`src/rtl/psdiv_pkg.sv`:
```
package psdiv_pkg;
  localparam int SHORT_MOD = 6;
  localparam int LONG_MOD  = 7;

  typedef struct packed {
    logic load;     // reload prescaler this edge
    logic start;    // a new output period begins after this edge
    logic useLong;  // modulus for the prescaler cycle being loaded
    logic dbl;      // doubling applies to the loaded modulus
  } divStrobe_t;
endpackage

```
`src/rtl/psdiv_ctrl.sv`:
```
module psdiv_ctrl
  import psdiv_pkg::*;
#(
  parameter int M_W = 6,
  parameter int A_W = 4,
  parameter int N_W = 10
) (
  input  logic             clk,
  input  logic             rst,
  input  logic [M_W-1:0]   mSel,
  input  logic [A_W-1:0]   aSel,
  input  logic             dblSel,
  input  logic             pTerm,
  output divStrobe_t       divStb,
  output logic [N_W-1:0]   periodLen,
  output logic             cfgErr
);
  localparam int C_W = ((A_W > M_W) ? A_W : M_W) + 1;

  logic [M_W-1:0] cfgM, mCnt;
  logic [A_W-1:0] aCnt, selA;
  logic           cfgDbl, cfgAZero, selErr, wrap, start;
  logic [C_W-1:0] aExt, mPlus;
  logic [N_W-1:0] mPlusN, baseLen;

  // range check of the requested A against M+1
  assign aExt   = C_W'(aSel);
  assign mPlus  = C_W'(mSel) + C_W'(1);
  assign selErr = aExt > mPlus;
  assign selA   = selErr ? '0 : aSel;

  assign wrap  = pTerm && (mCnt == '0);
  assign start = rst || wrap;

  // ratio of the period about to start, used for the square output
  assign mPlusN    = N_W'(mSel) + N_W'(1);
  assign baseLen   = (selA == '0) ? mPlusN * N_W'(LONG_MOD)
                                  : mPlusN * N_W'(SHORT_MOD) + N_W'(selA);
  assign periodLen = dblSel ? (baseLen << 1) : baseLen;

  always_comb begin
    divStb.load    = rst || pTerm;
    divStb.start   = start;
    divStb.dbl     = start ? dblSel : cfgDbl;
    if (start)          divStb.useLong = 1'b1;
    else if (cfgAZero)  divStb.useLong = 1'b1;
    else                divStb.useLong = aCnt > A_W'(1);
  end

  always_ff @(posedge clk) begin
    if (start) begin
      cfgM     <= mSel;
      cfgDbl   <= dblSel;
      cfgAZero <= (selA == '0);
      cfgErr   <= selErr;
      mCnt     <= mSel;
      aCnt     <= selA;
    end else if (pTerm) begin
      mCnt <= mCnt - M_W'(1);
      if (!cfgAZero && aCnt != '0) aCnt <= aCnt - A_W'(1);
    end
  end

  // M counter never runs past the latched M
  p_mcnt_bound_r1: assert property (@(posedge clk) disable iff (rst)
    mCnt <= cfgM);
  // latched settings only move on a period boundary
  p_cfg_hold_r4: assert property (@(posedge clk) disable iff (rst)
    !divStb.start |=> $stable({cfgM, cfgDbl, cfgAZero, cfgErr}));
  // an error setting always runs in all-long mode
  p_err_fallback_r8: assert property (@(posedge clk) disable iff (rst)
    cfgErr |-> (cfgAZero && aCnt == '0));
endmodule

```
`src/rtl/psdiv_dp.sv`:
```
module psdiv_dp
  import psdiv_pkg::*;
#(
  parameter int N_W = 10
) (
  input  logic           clk,
  input  logic           rst,
  input  divStrobe_t     divStb,
  input  logic [N_W-1:0] periodLen,
  input  logic           fbPol,
  output logic           pTerm,
  output logic           fbPulse,
  output logic           fbClk
);
  localparam int P_W = $clog2(2 * LONG_MOD + 1);

  logic [P_W-1:0] pCnt, baseMod, modVal;
  logic [N_W-1:0] posCnt, hiLen;
  logic [N_W:0]   lenP1;
  logic           pulseQ, rawHi;

  assign baseMod = divStb.useLong ? P_W'(LONG_MOD) : P_W'(SHORT_MOD);
  assign modVal  = divStb.dbl ? (baseMod << 1) : baseMod;
  assign pTerm   = (pCnt == '0);
  assign lenP1   = {1'b0, periodLen} + (N_W+1)'(1);

  always_ff @(posedge clk) begin
    if (divStb.load) pCnt <= modVal - P_W'(1);
    else             pCnt <= pCnt - P_W'(1);
    if (divStb.start) begin
      posCnt <= '0;
      hiLen  <= lenP1[N_W:1];
    end else begin
      posCnt <= posCnt + N_W'(1);
    end
    pulseQ <= divStb.start && !rst;
  end

  assign rawHi   = posCnt < hiLen;
  assign fbClk   = rawHi ^ fbPol;
  assign fbPulse = pulseQ;

  // the marker sits in the first cycle of a period and lasts one cycle
  p_pulse_at_start_r5: assert property (@(posedge clk) disable iff (rst)
    fbPulse |-> (posCnt == '0));
  p_pulse_single_r5: assert property (@(posedge clk) disable iff (rst)
    fbPulse |=> !fbPulse);
  // the unadjusted square wave only rises at a period start
  p_rise_at_start_r6: assert property (@(posedge clk) disable iff (rst)
    $rose(rawHi) |-> (posCnt == '0));
endmodule

```
`src/rtl/pulse_swallow_div.sv`:
```
module pulse_swallow_div
  import psdiv_pkg::*;
#(
  parameter int M_W = 6,
  parameter int A_W = 4
) (
  input  logic           clk,
  input  logic           rst,
  input  logic [M_W-1:0] mSel,
  input  logic [A_W-1:0] aSel,
  input  logic           dblSel,
  input  logic           fbPol,
  output logic           fbPulse,
  output logic           fbClk,
  output logic           cfgErr
);
  localparam int N_W = $clog2(2 * LONG_MOD * (2 ** M_W) + 1);

  divStrobe_t     divStb;
  logic [N_W-1:0] periodLen;
  logic           pTerm;

  psdiv_ctrl #(.M_W(M_W), .A_W(A_W), .N_W(N_W)) ctrl_i (
    .clk(clk), .rst(rst), .mSel(mSel), .aSel(aSel), .dblSel(dblSel),
    .pTerm(pTerm), .divStb(divStb), .periodLen(periodLen), .cfgErr(cfgErr)
  );

  psdiv_dp #(.N_W(N_W)) dp_i (
    .clk(clk), .rst(rst), .divStb(divStb), .periodLen(periodLen),
    .fbPol(fbPol), .pTerm(pTerm), .fbPulse(fbPulse), .fbClk(fbClk)
  );
endmodule

```
`config.mk`:
```
export PLATFORM = sky130hd
export DESIGN_NAME = pulse_swallow_div
export DESIGN_NICKNAME = d
export VERILOG_FILES = /design/src/rtl/psdiv_pkg.sv /design/src/rtl/psdiv_ctrl.sv /design/src/rtl/psdiv_dp.sv /design/src/rtl/pulse_swallow_div.sv
export SDC_FILE = /design/constraint.sdc
export NUM_CORES = 1
export LEC_CHECK = 0
export BUFFER_PORTS_ARGS = -buffer_cell sky130_fd_sc_hd__buf_4
export CAP_MARGIN = 15
export CORE_MARGIN = 5
export CORE_UTILIZATION = 33
export CTS_CLUSTER_DIAMETER = 200
export CTS_CLUSTER_SIZE = 8
export DETAILED_ROUTE_END_ITERATION = 16
export SYNTH_ARGS = -nofsm -noshare
export SYNTH_HDL_FRONTEND = slang
export SYNTH_SLANG_ARGS = --single-unit
```
`constraint.sdc`:
```
create_clock -name clk -period 15.78 [get_ports clk]
set_clock_uncertainty 0.1 [all_clocks]
set_input_delay 3.156 -clock clk [delete_from_list [all_inputs] [get_ports clk]]
set_output_delay 3.156 -clock clk [all_outputs]
set_load 0.02 [all_outputs]
```
==> results of run 1 <==
[power by group through the flow]
stage	combinational (mW)	sequential [mW]	clock (mW)
2_1_floorplan	0.0998	0.128	0
3_3_place_gp	0.124	0.129	0
6_report	0.126	0.128	0.0620
3_5_place_dp	0.126	0.130	0
5_1_grt	0.145	0.129	0.0685
4_1_cts	0.127	0.128	0.0639
[worst min-delay path by stage]
stage	startpoint	cells after the start	slack [ns]	to
after floorplan	dp_i.posCnt[0]	1	0.34	dp_i.posCnt[0]
after global placement	dp_i.posCnt[0]	1	0.35	dp_i.posCnt[0]
after detailed placement	dp_i.posCnt[0]	1	0.36	dp_i.posCnt[0]
after CTS	dp_i.posCnt[0]	1	0.38	dp_i.posCnt[0]
after global routing	dp_i.posCnt[0]	1	0.43	dp_i.posCnt[0]
final	dp_i.posCnt[0]	1	0.37	dp_i.posCnt[0]
[cells in the final DEF, fill, tap and decap left out, drive strengths merged, types with 12 or more instances in the layout]
cell type  instances
edfxtp            22
nand2             45
nor2              33
xor2              20
inv               44
buf               17
a21oi             15
o21ai             24
xnor2             27
a21o              12
dfxtp             16
ha                39
[stage by stage]
| step | cell area, sq um | instances | util | total power [mW] | hold slack [ns] |
|---|---|---|---|---|---|
| after floorplan | 3530 | 411 | - | 0.228 | 0.337 |
| after global placement | 3770 | 552 | 0.364 | 0.253 | 0.352 |
| after detailed placement | 3770 | 552 | 0.364 | 0.256 | 0.359 |
| after CTS | 3860 | 560 | 0.372 | 0.319 | 0.378 |
| after global routing | 3860 | 560 | 0.372 | 0.343 | 0.430 |
| final | 3860 | 560 | 0.372 | 0.316 | 0.373 |
[per-layer routing]
metal  routed length [um]  vias up
li1                     -     1464
met1                 3530     1324
met2                 3500       31
met3                  130       12
met4                  140        0
met5                    0        -
[final cells by class]
| class | instances | area (sq um) |
|---|---|---|
| fillers | 1093 | 6510 |
| multi-input cells | 317 | 2330 |
| flip-flops and latches | 38 | 981 |
| well taps | 136 | 170 |
| inverters | 44 | 168 |
| repair buffers | 17 | 128 |
| clock buffers | 6 | 72.6 |
| clock inverters | 2 | 10.0 |
[critical path, cell delays in order]
cell and delay (ns):
buf_4 0.16, ha_1 0.45, nand4_1 0.28, nand2_1 0.38, ha_1 0.22, o2111a_1 0.21
o221ai_2 0.13, nand4_1 0.26, and2_1 0.20, ha_1 0.17, inv_1 0.05, fa_1 0.39
inv_1 0.07, a21oi_1 0.10, xnor2_1 0.14, o221ai_1 0.21, xnor2_1 0.10, o21ai_1 0.23
nand2b_1 0.14, a211oi_1 0.33, nand3_1 0.17, xor2_1 0.17
[state kept, by name, summed over array words and instances, names as in the netlist]
name and count:
ctrl_i.cfgDbl 1, ctrl_i.cfgAZero 1, ctrl_i.aCnt 4, ctrl_i.mCnt 6, dp_i.fbPulse 1, dp_i.posCnt 10, dp_i.pCnt 4, ctrl_i.cfgErr 1
dp_i.hiLen 10
[cells by family after synthesis]
kind of cell             count (synthesis)  synth area share
multiplexers                             8            0.0230
XOR/XNOR                                47             0.124
buffers and inverters                   56            0.0624
AO/OA/AOI/OAI                           92             0.185
AND/OR/NAND/NOR                        127             0.169
adder cells (fa/ha/maj)                 43             0.158
flip-flops                              38             0.278
==> out/summary.txt, run 1 <==
status: completed
Post-Syn Instances: 411
Power Density: 81.8 mW/mm^2
Post-synth EDFFs: 22
post-synth top area cell: edfxtp_1
Final Hold Viols: 0
number of max-cap violations: 0
commonest cells in the netlist: 45 x nand2_1, 42 x inv_1, 39 x ha_1
CTS Buffer Depth: 2
prevailing post-synth register cell: edfxtp_1
Final Setup Violations: 0
ant diodes: 0
WL final: 7300 um
crit path setup slack, layout: 7.98 ns
Core ar.: 0.0104 sq mm
Starting DRT DRC Count: 124
Resize count post-CTS: 0
R2R Path End: dp_i.pCnt[2]
Nets: 479
Seq pwr share: 0.405
Hold Path Class: flop to flop
Clock transition at path regs: 0.07 ns
slack of the worst reg-to-reg path: 12.91 ns
GRT overflow: 0
cts hold-fix bufs: 0
Worst Setup EP: dp_i.hiLen[7]
Int Power: 0.205 mW
CTS Sinks: 38
die area: 0.0129 sq mm
crit path launch: mSel[0]
met3 usage in global routing: 0.0138
root cell of the clock tree: clkbuf_8
CTS buffer count: 5
Tcrit/Tclk final: 0.494
top cell type's share of synthesized area: 0.187
CTS H-tree depth: 2
Arrival @ worst endpoint: 7.72 ns
Switch Pwr: 0.111 mW
Switching Share: 0.351
Yosys warning count: 0
clk_lat worst skew: 0.28 ns
post-DP HPWL: 5850 um
GRT busiest layer: met2
CP Max Fanout: 12
DR vias: 2,831
Routed wire per std cell: 13.0 um
ys async rst share: 0
first-pass GRT wire length: 12,700 um
initial antenna violation count: 0
Yosys cell types: 62
average via count per standard cell: 5.06
Mapped Area: 0.00353 sq mm
post-synthesis register bit count: 38
Slew Viols, Final: 0
Critical Path End Type: flop
peak supply drop: 0.0403 mV
vias in the first global route: 2,790
share of cells above drive strength 1: 0.0873
Tmin final: 7.80 ns
Critical Path RT: 15.71 ns
total track usage: 0.118
worst-margin pin slew: 0.714 ns
Row Count: 37
combinational share of power: 0.399
first-pass iteration count of the detailed router: 4
CTS tree: done
FF-to-FF path depth: 11
Setup CP Type: input pin to flop
clock network power share: 0.197
P_leak: 1.67 nW
RePlAce Congestion: 0.831
Die Span Y: 113 um
number of I/O port buffers: 16
RSZ-0062 raised after global routing: false
Initial Utilization: 0.340
relative slew slack: 0.521
die width: 113 um
syn_nets: 467
synth top area cells: edfxtp_1 19%, ha_1 14%, dfxtp_1 9.1%, xnor2_1 6.5%, nand2_1 4.8%
Final ANT Viol Nets: 0
FMAX: 128 MHz
met2 Use GR: 0.202
# DRC: 0
largest net degree at the start of global routing: 34
Mapped Avg Cell Area: 8.59 sq um
# IOs: 17
Reg-to-Reg Start: ctrl_i.mCnt[0]
synth-to-layout area growth: 9.29%
M1 GR Usage: 0.153
CP Launch Type: input pin
sequential share of the synthesized area: 0.278
Place WS: 7.71 ns
count leader, synth: nand2_1
Post-CTS Repair Setup Buffers: 0
setup TNS: 0 ns
No activity file was read; power rests on OpenSTA's default activity.
==> inputs of run 2 (changes only) <==
==> constraint.sdc (replaced) <==
create_clock -name clk -period 7.88 [get_ports clk]
set_clock_uncertainty 0.1 [all_clocks]
set_input_delay 1.576 -clock clk [delete_from_list [all_inputs] [get_ports clk]]
set_output_delay 1.576 -clock clk [all_outputs]
set_load 0.02 [all_outputs]
==> out/summary.txt, run 2 (same netlist as run 1, synthesis figures left out) <==
status: completed
CP Max Fanout: 12
clk_lat worst skew: 0.29 ns
clock network power share: 0.199
combinational share of power: 0.399
root cell of the clock tree: clkbuf_8
total track usage: 0.119
largest net degree at the start of global routing: 34
CTS Buffer Depth: 2
peak supply drop: 0.0614 mV
Post-CTS Repair Setup Buffers: 0
synth-to-layout area growth: 9.29%
Resize count post-CTS: 0
number of I/O port buffers: 16
placed cells: 552
Slew Viols, Final: 0
FF-to-FF path depth: 11
Starting DRT DRC Count: 119
Switching Share: 0.354
first-pass GRT wire length: 12,800 um
final non-filler cell total: 560
Int Power: 0.410 mW
CTS Sinks: 38
Final ANT Viol Nets: 0
Final Setup Violations: 0
CP cell instances: buf_4, ha_1, a31o_2, nand2_1, ha_1, o2111a_1, o221ai_2, nand4_1, and2_1, ha_1, inv_1, fa_1, inv_1, a21oi_1, xnor2_1, o221ai_1, xnor2_1, o21ai_1, nand2b_1, a211oi_1, nand3_1, xor2_1
RSZ-0062 raised after global routing: false
Core ar.: 0.0104 sq mm
CTS H-tree depth: 2
WL final: 7440 um
die area: 0.0129 sq mm
share of cells above drive strength 1: 0.0873
cts hold-fix bufs: 0
commonest non-fill, non-tap cell in the layout: nand2_1
FMAX: 161 MHz
P_leak: 1.67 nW
crit path max-delay cell type: ha_1
Hold Path Class: flop to flop
first-pass iteration count of the detailed router: 4
Tcrit/Tclk final: 0.789
Nets: 479
worst hold path stage count: 1
Switch Pwr: 0.225 mW
ant diodes: 0
Routed wire per std cell: 13.3 um
Largest regs: dp_i.hiLen (10), dp_i.posCnt (10), ctrl_i.mCnt (6)
Die Span Y: 113 um
post-DP HPWL: 5870 um
Initial Utilization: 0.340
most used cell, CP: ha_1
vias in the first global route: 2,779
worst-margin pin slew: 0.702 ns
GRT overflow: 0
Seq pwr share: 0.403
most frequent cells in the layout: 45 x nand2_1, 42 x inv_1, 39 x ha_1, 33 x nor2_1, 26 x xnor2_1
Clock transition at path regs: 0.07 ns
CP Launch Type: input pin
number of max-cap violations: 0
Setup CP Type: input pin to flop
# IOs: 17
Row Count: 37
CTS tree: done
initial antenna violation count: 0
Critical Path RT: 7.81 ns
Tmin final: 6.21 ns
Final Hold Viols: 0
setup TNS: 0 ns
relative slew slack: 0.529
DR vias: 2,867
# DRC: 0
average via count per standard cell: 5.12
Critical Path End Type: flop
die width: 113 um
Arrival @ worst endpoint: 6.15 ns
RePlAce Congestion: 0.831
Power Density: 164 mW/mm^2
CTS buffer count: 5
worst stage delay on the critical path: 0.45 ns
-- run 2: critical path: cells and delay by family --
family | cells | cell delay [ns]
xor+xnor | 3 | 0.49
compound gates | 7 | 1.55
simple gates | 5 | 1.12
fa+ha+maj | 4 | 1.13
buf+inv | 3 | 0.28
-- run 2: final timing paths --
| path | startpoint | to | slack (ns) |
|---|---|---|---|
| hold / removal | dp_i.posCnt[0] | dp_i.posCnt[0] | 0.37 |
| setup / recovery | mSel[0] | dp_i.hiLen[7] | 1.67 |
| setup reg to reg | ctrl_i.mCnt[0] | dp_i.pCnt[2] | 4.99 |
| hold reg to reg | dp_i.posCnt[0] | dp_i.posCnt[0] | 0.37 |
-- run 2: area by class of cell --
cell class	instances	area (sq um)
clock inverter	2	10.0
fill	1097	6510
sequential	38	981
clock buffer	6	72.6
timing repair buffer	17	128
tap	136	170
multi-input combinational	317	2330
inverter	44	168
-- run 2: per-stage QoR --
stage,hold slack [ns],setup slack [ns],instance area [sq um],power [mW],utilization
finish,0.372,1.67,3860,0.634,0.372
CTS,0.380,1.67,3860,0.643,0.372
global placement,0.352,1.59,3770,0.506,0.364
global route,0.403,1.19,3860,0.688,0.372
detailed placement,0.363,1.38,3770,0.512,0.364
floorplan,0.337,2.11,3530,0.456,-
-- run 2: routing by layer --
metal | vias up | GRT usage | routed length, um
met1 | 1339 | 0.154 | 3520
met4 | 0 | 0.0481 | 172
met2 | 53 | 0.201 | 3500
met3 | 13 | 0.0143 | 247
met5 | - | 0 | 0
li1 | 1462 | - | -
-- run 2: power by group through the flow --
stage / clock [mW] / sequential (mW) / combinational [mW]
after detailed placement: 0 / 0.260 / 0.252
after global placement: 0 / 0.259 / 0.248
final: 0.126 / 0.256 / 0.253
after global routing: 0.140 / 0.258 / 0.290
after CTS: 0.132 / 0.256 / 0.255
after floorplan: 0 / 0.256 / 0.200
==> inputs of run 3 (changes only) <==
==> constraint.sdc (replaced) <==
create_clock -name clk -period 5.7 [get_ports clk]
set_clock_uncertainty 0.1 [all_clocks]
set_input_delay 1.14 -clock clk [delete_from_list [all_inputs] [get_ports clk]]
set_output_delay 1.14 -clock clk [all_outputs]
set_load 0.02 [all_outputs]
==> out/summary.txt, run 3 (same netlist as run 1, synthesis figures left out) <==
met2 Use GR: 0.202
Die Span Y: 113 um
ant diodes: 0
Critical Path End Type: flop
die width: 113 um
Switch Pwr: 0.309 mW
DR vias: 2,850
final non-filler cell total: 568
initial antenna violation count: 0
status: completed
root cell of the clock tree: clkbuf_8
post-DP HPWL: 5840 um
Nets: 487
total track usage: 0.115
commonest non-fill, non-tap cell in the layout: nand2_1
cell area after layout: 0.00393 sq mm
Final ANT Viol Nets: 0
Seq pwr share: 0.394
Slew Viols, Final: 0
Switching Share: 0.346
Tcrit/Tclk final: 0.897
CP Max Fanout: 10
relative slew slack: 0.661
first-pass iteration count of the detailed router: 5
Arrival @ worst endpoint: 5.04 ns
first-pass GRT wire length: 12,200 um
worst-margin pin slew: 0.503 ns
clock network power share: 0.209
setup TNS: 0 ns
register area: 981 sq um
FMAX: 195 MHz
Total Power: 0.893 mW
GRT overflow: 0
met3 usage in global routing: 0.0111
Tmin final: 5.12 ns
crit path setup slack, layout: 0.585 ns
Final Hold Viols: 0
Min Hold Slack: 0.382 ns
clk_lat worst skew: 0.28 ns
Int Power: 0.584 mW
CP Launch Type: input pin
Setup CP Type: input pin to flop
largest net degree at the start of global routing: 40
Hold Path Class: flop to flop
Final Util: 0.379
# IOs: 17
area of the multi-input gates: 0.00233 sq mm
M1 GR Usage: 0.147
RePlAce Congestion: 0.819
WL final: 7330 um
CTS Buffer Depth: 2
Starting DRT DRC Count: 105
Initial Utilization: 0.340
number of I/O port buffers: 16
Power Density: 228 mW/mm^2
most frequent cells in the layout: 45 x nand2_1, 42 x inv_1, 39 x ha_1, 33 x nor2_1, 26 x xnor2_1
combinational share of power: 0.397
peak supply drop: 0.0987 mV
CTS buffer count: 5
RSZ-0062 raised after global routing: false
Routed wire per std cell: 12.9 um
share of cells above drive strength 1: 0.104
Final Setup Violations: 0
CTS Sinks: 38
Resize count post-CTS: 0
die area: 0.0129 sq mm
vias in the first global route: 2,698
CTS tree: done
Clock transition at path regs: 0.07 ns
P_leak: 1.71 nW
Place WS: 0.288 ns
Post-CTS Repair Setup Buffers: 0
# DRC: 0
Post-DP Area: 0.00383 sq mm
Core ar.: 0.0104 sq mm
Critical Path RT: 5.63 ns
Largest regs: dp_i.hiLen (10), dp_i.posCnt (10), ctrl_i.mCnt (6)
Row Count: 37
placed cells: 560
CTS H-tree depth: 2
number of max-cap violations: 0
average via count per standard cell: 5.02
cts hold-fix bufs: 0
synth-to-layout area growth: 11.2%
GRT busiest layer: met2
# fillers: 1,099
run 3: cell count changes in the layout (fill, tap and decap cells not counted):
cell,change
buf_4,+8
clkbuf_8,+1
clkinv_2,-1
run 3: area by class of cell:
class / count / share of cell area
Clock inverter: 1 / 0.00127
Tap cell: 136 / 0.0433
Clock buffer: 7 / 0.0220
Sequential cell: 38 / 0.250
Multi-Input combinational cell: 317 / 0.593
Timing Repair Buffer: 25 / 0.0478
Inverter: 44 / 0.0427
run 3: worst max-delay path: stages:
cell      delay, ns
buf_4          0.15
inv_1          0.10
ha_1           0.33
ha_1           0.30
o2111a_1       0.15
o221ai_2       0.23
nand4_1        0.14
and2_1         0.20
ha_1           0.20
inv_1          0.07
fa_1           0.20
inv_1          0.06
a21oi_1        0.32
xnor2_1        0.17
o221ai_1       0.14
xnor2_1        0.15
o21ai_1        0.19
nand2b_1       0.14
a211oi_1       0.33
nand3_1        0.16
xor2_1         0.17
run 3: path summary, 6_finish.rpt:
check                        end  cells after the start  slack, ns            from
setup / recovery   dp_i.hiLen[7]                     21       0.58         mSel[0]
hold / removal    dp_i.posCnt[0]                      1       0.38  dp_i.posCnt[0]
setup reg to reg    dp_i.pCnt[2]                     10       3.46  ctrl_i.mCnt[0]
hold reg to reg   dp_i.posCnt[0]                      1       0.38  dp_i.posCnt[0]
run 3: per-layer routing:
layer,part of all wire,vias to the layer above
met4,0.012,0
met2,0.48,44
met3,0.033,4
met1,0.47,1324
met5,0,-
li1,-,1478
run 3: power groups by stage:
| stage | logic, mW | registers (mW) | clock network [mW] |
|---|---|---|---|
| global route | 0.404 | 0.356 | 0.205 |
| detailed placement | 0.354 | 0.359 | 0 |
| finish | 0.354 | 0.352 | 0.187 |
| global placement | 0.348 | 0.358 | 0 |
| CTS | 0.358 | 0.353 | 0.195 |
| floorplan | 0.276 | 0.354 | 0 |
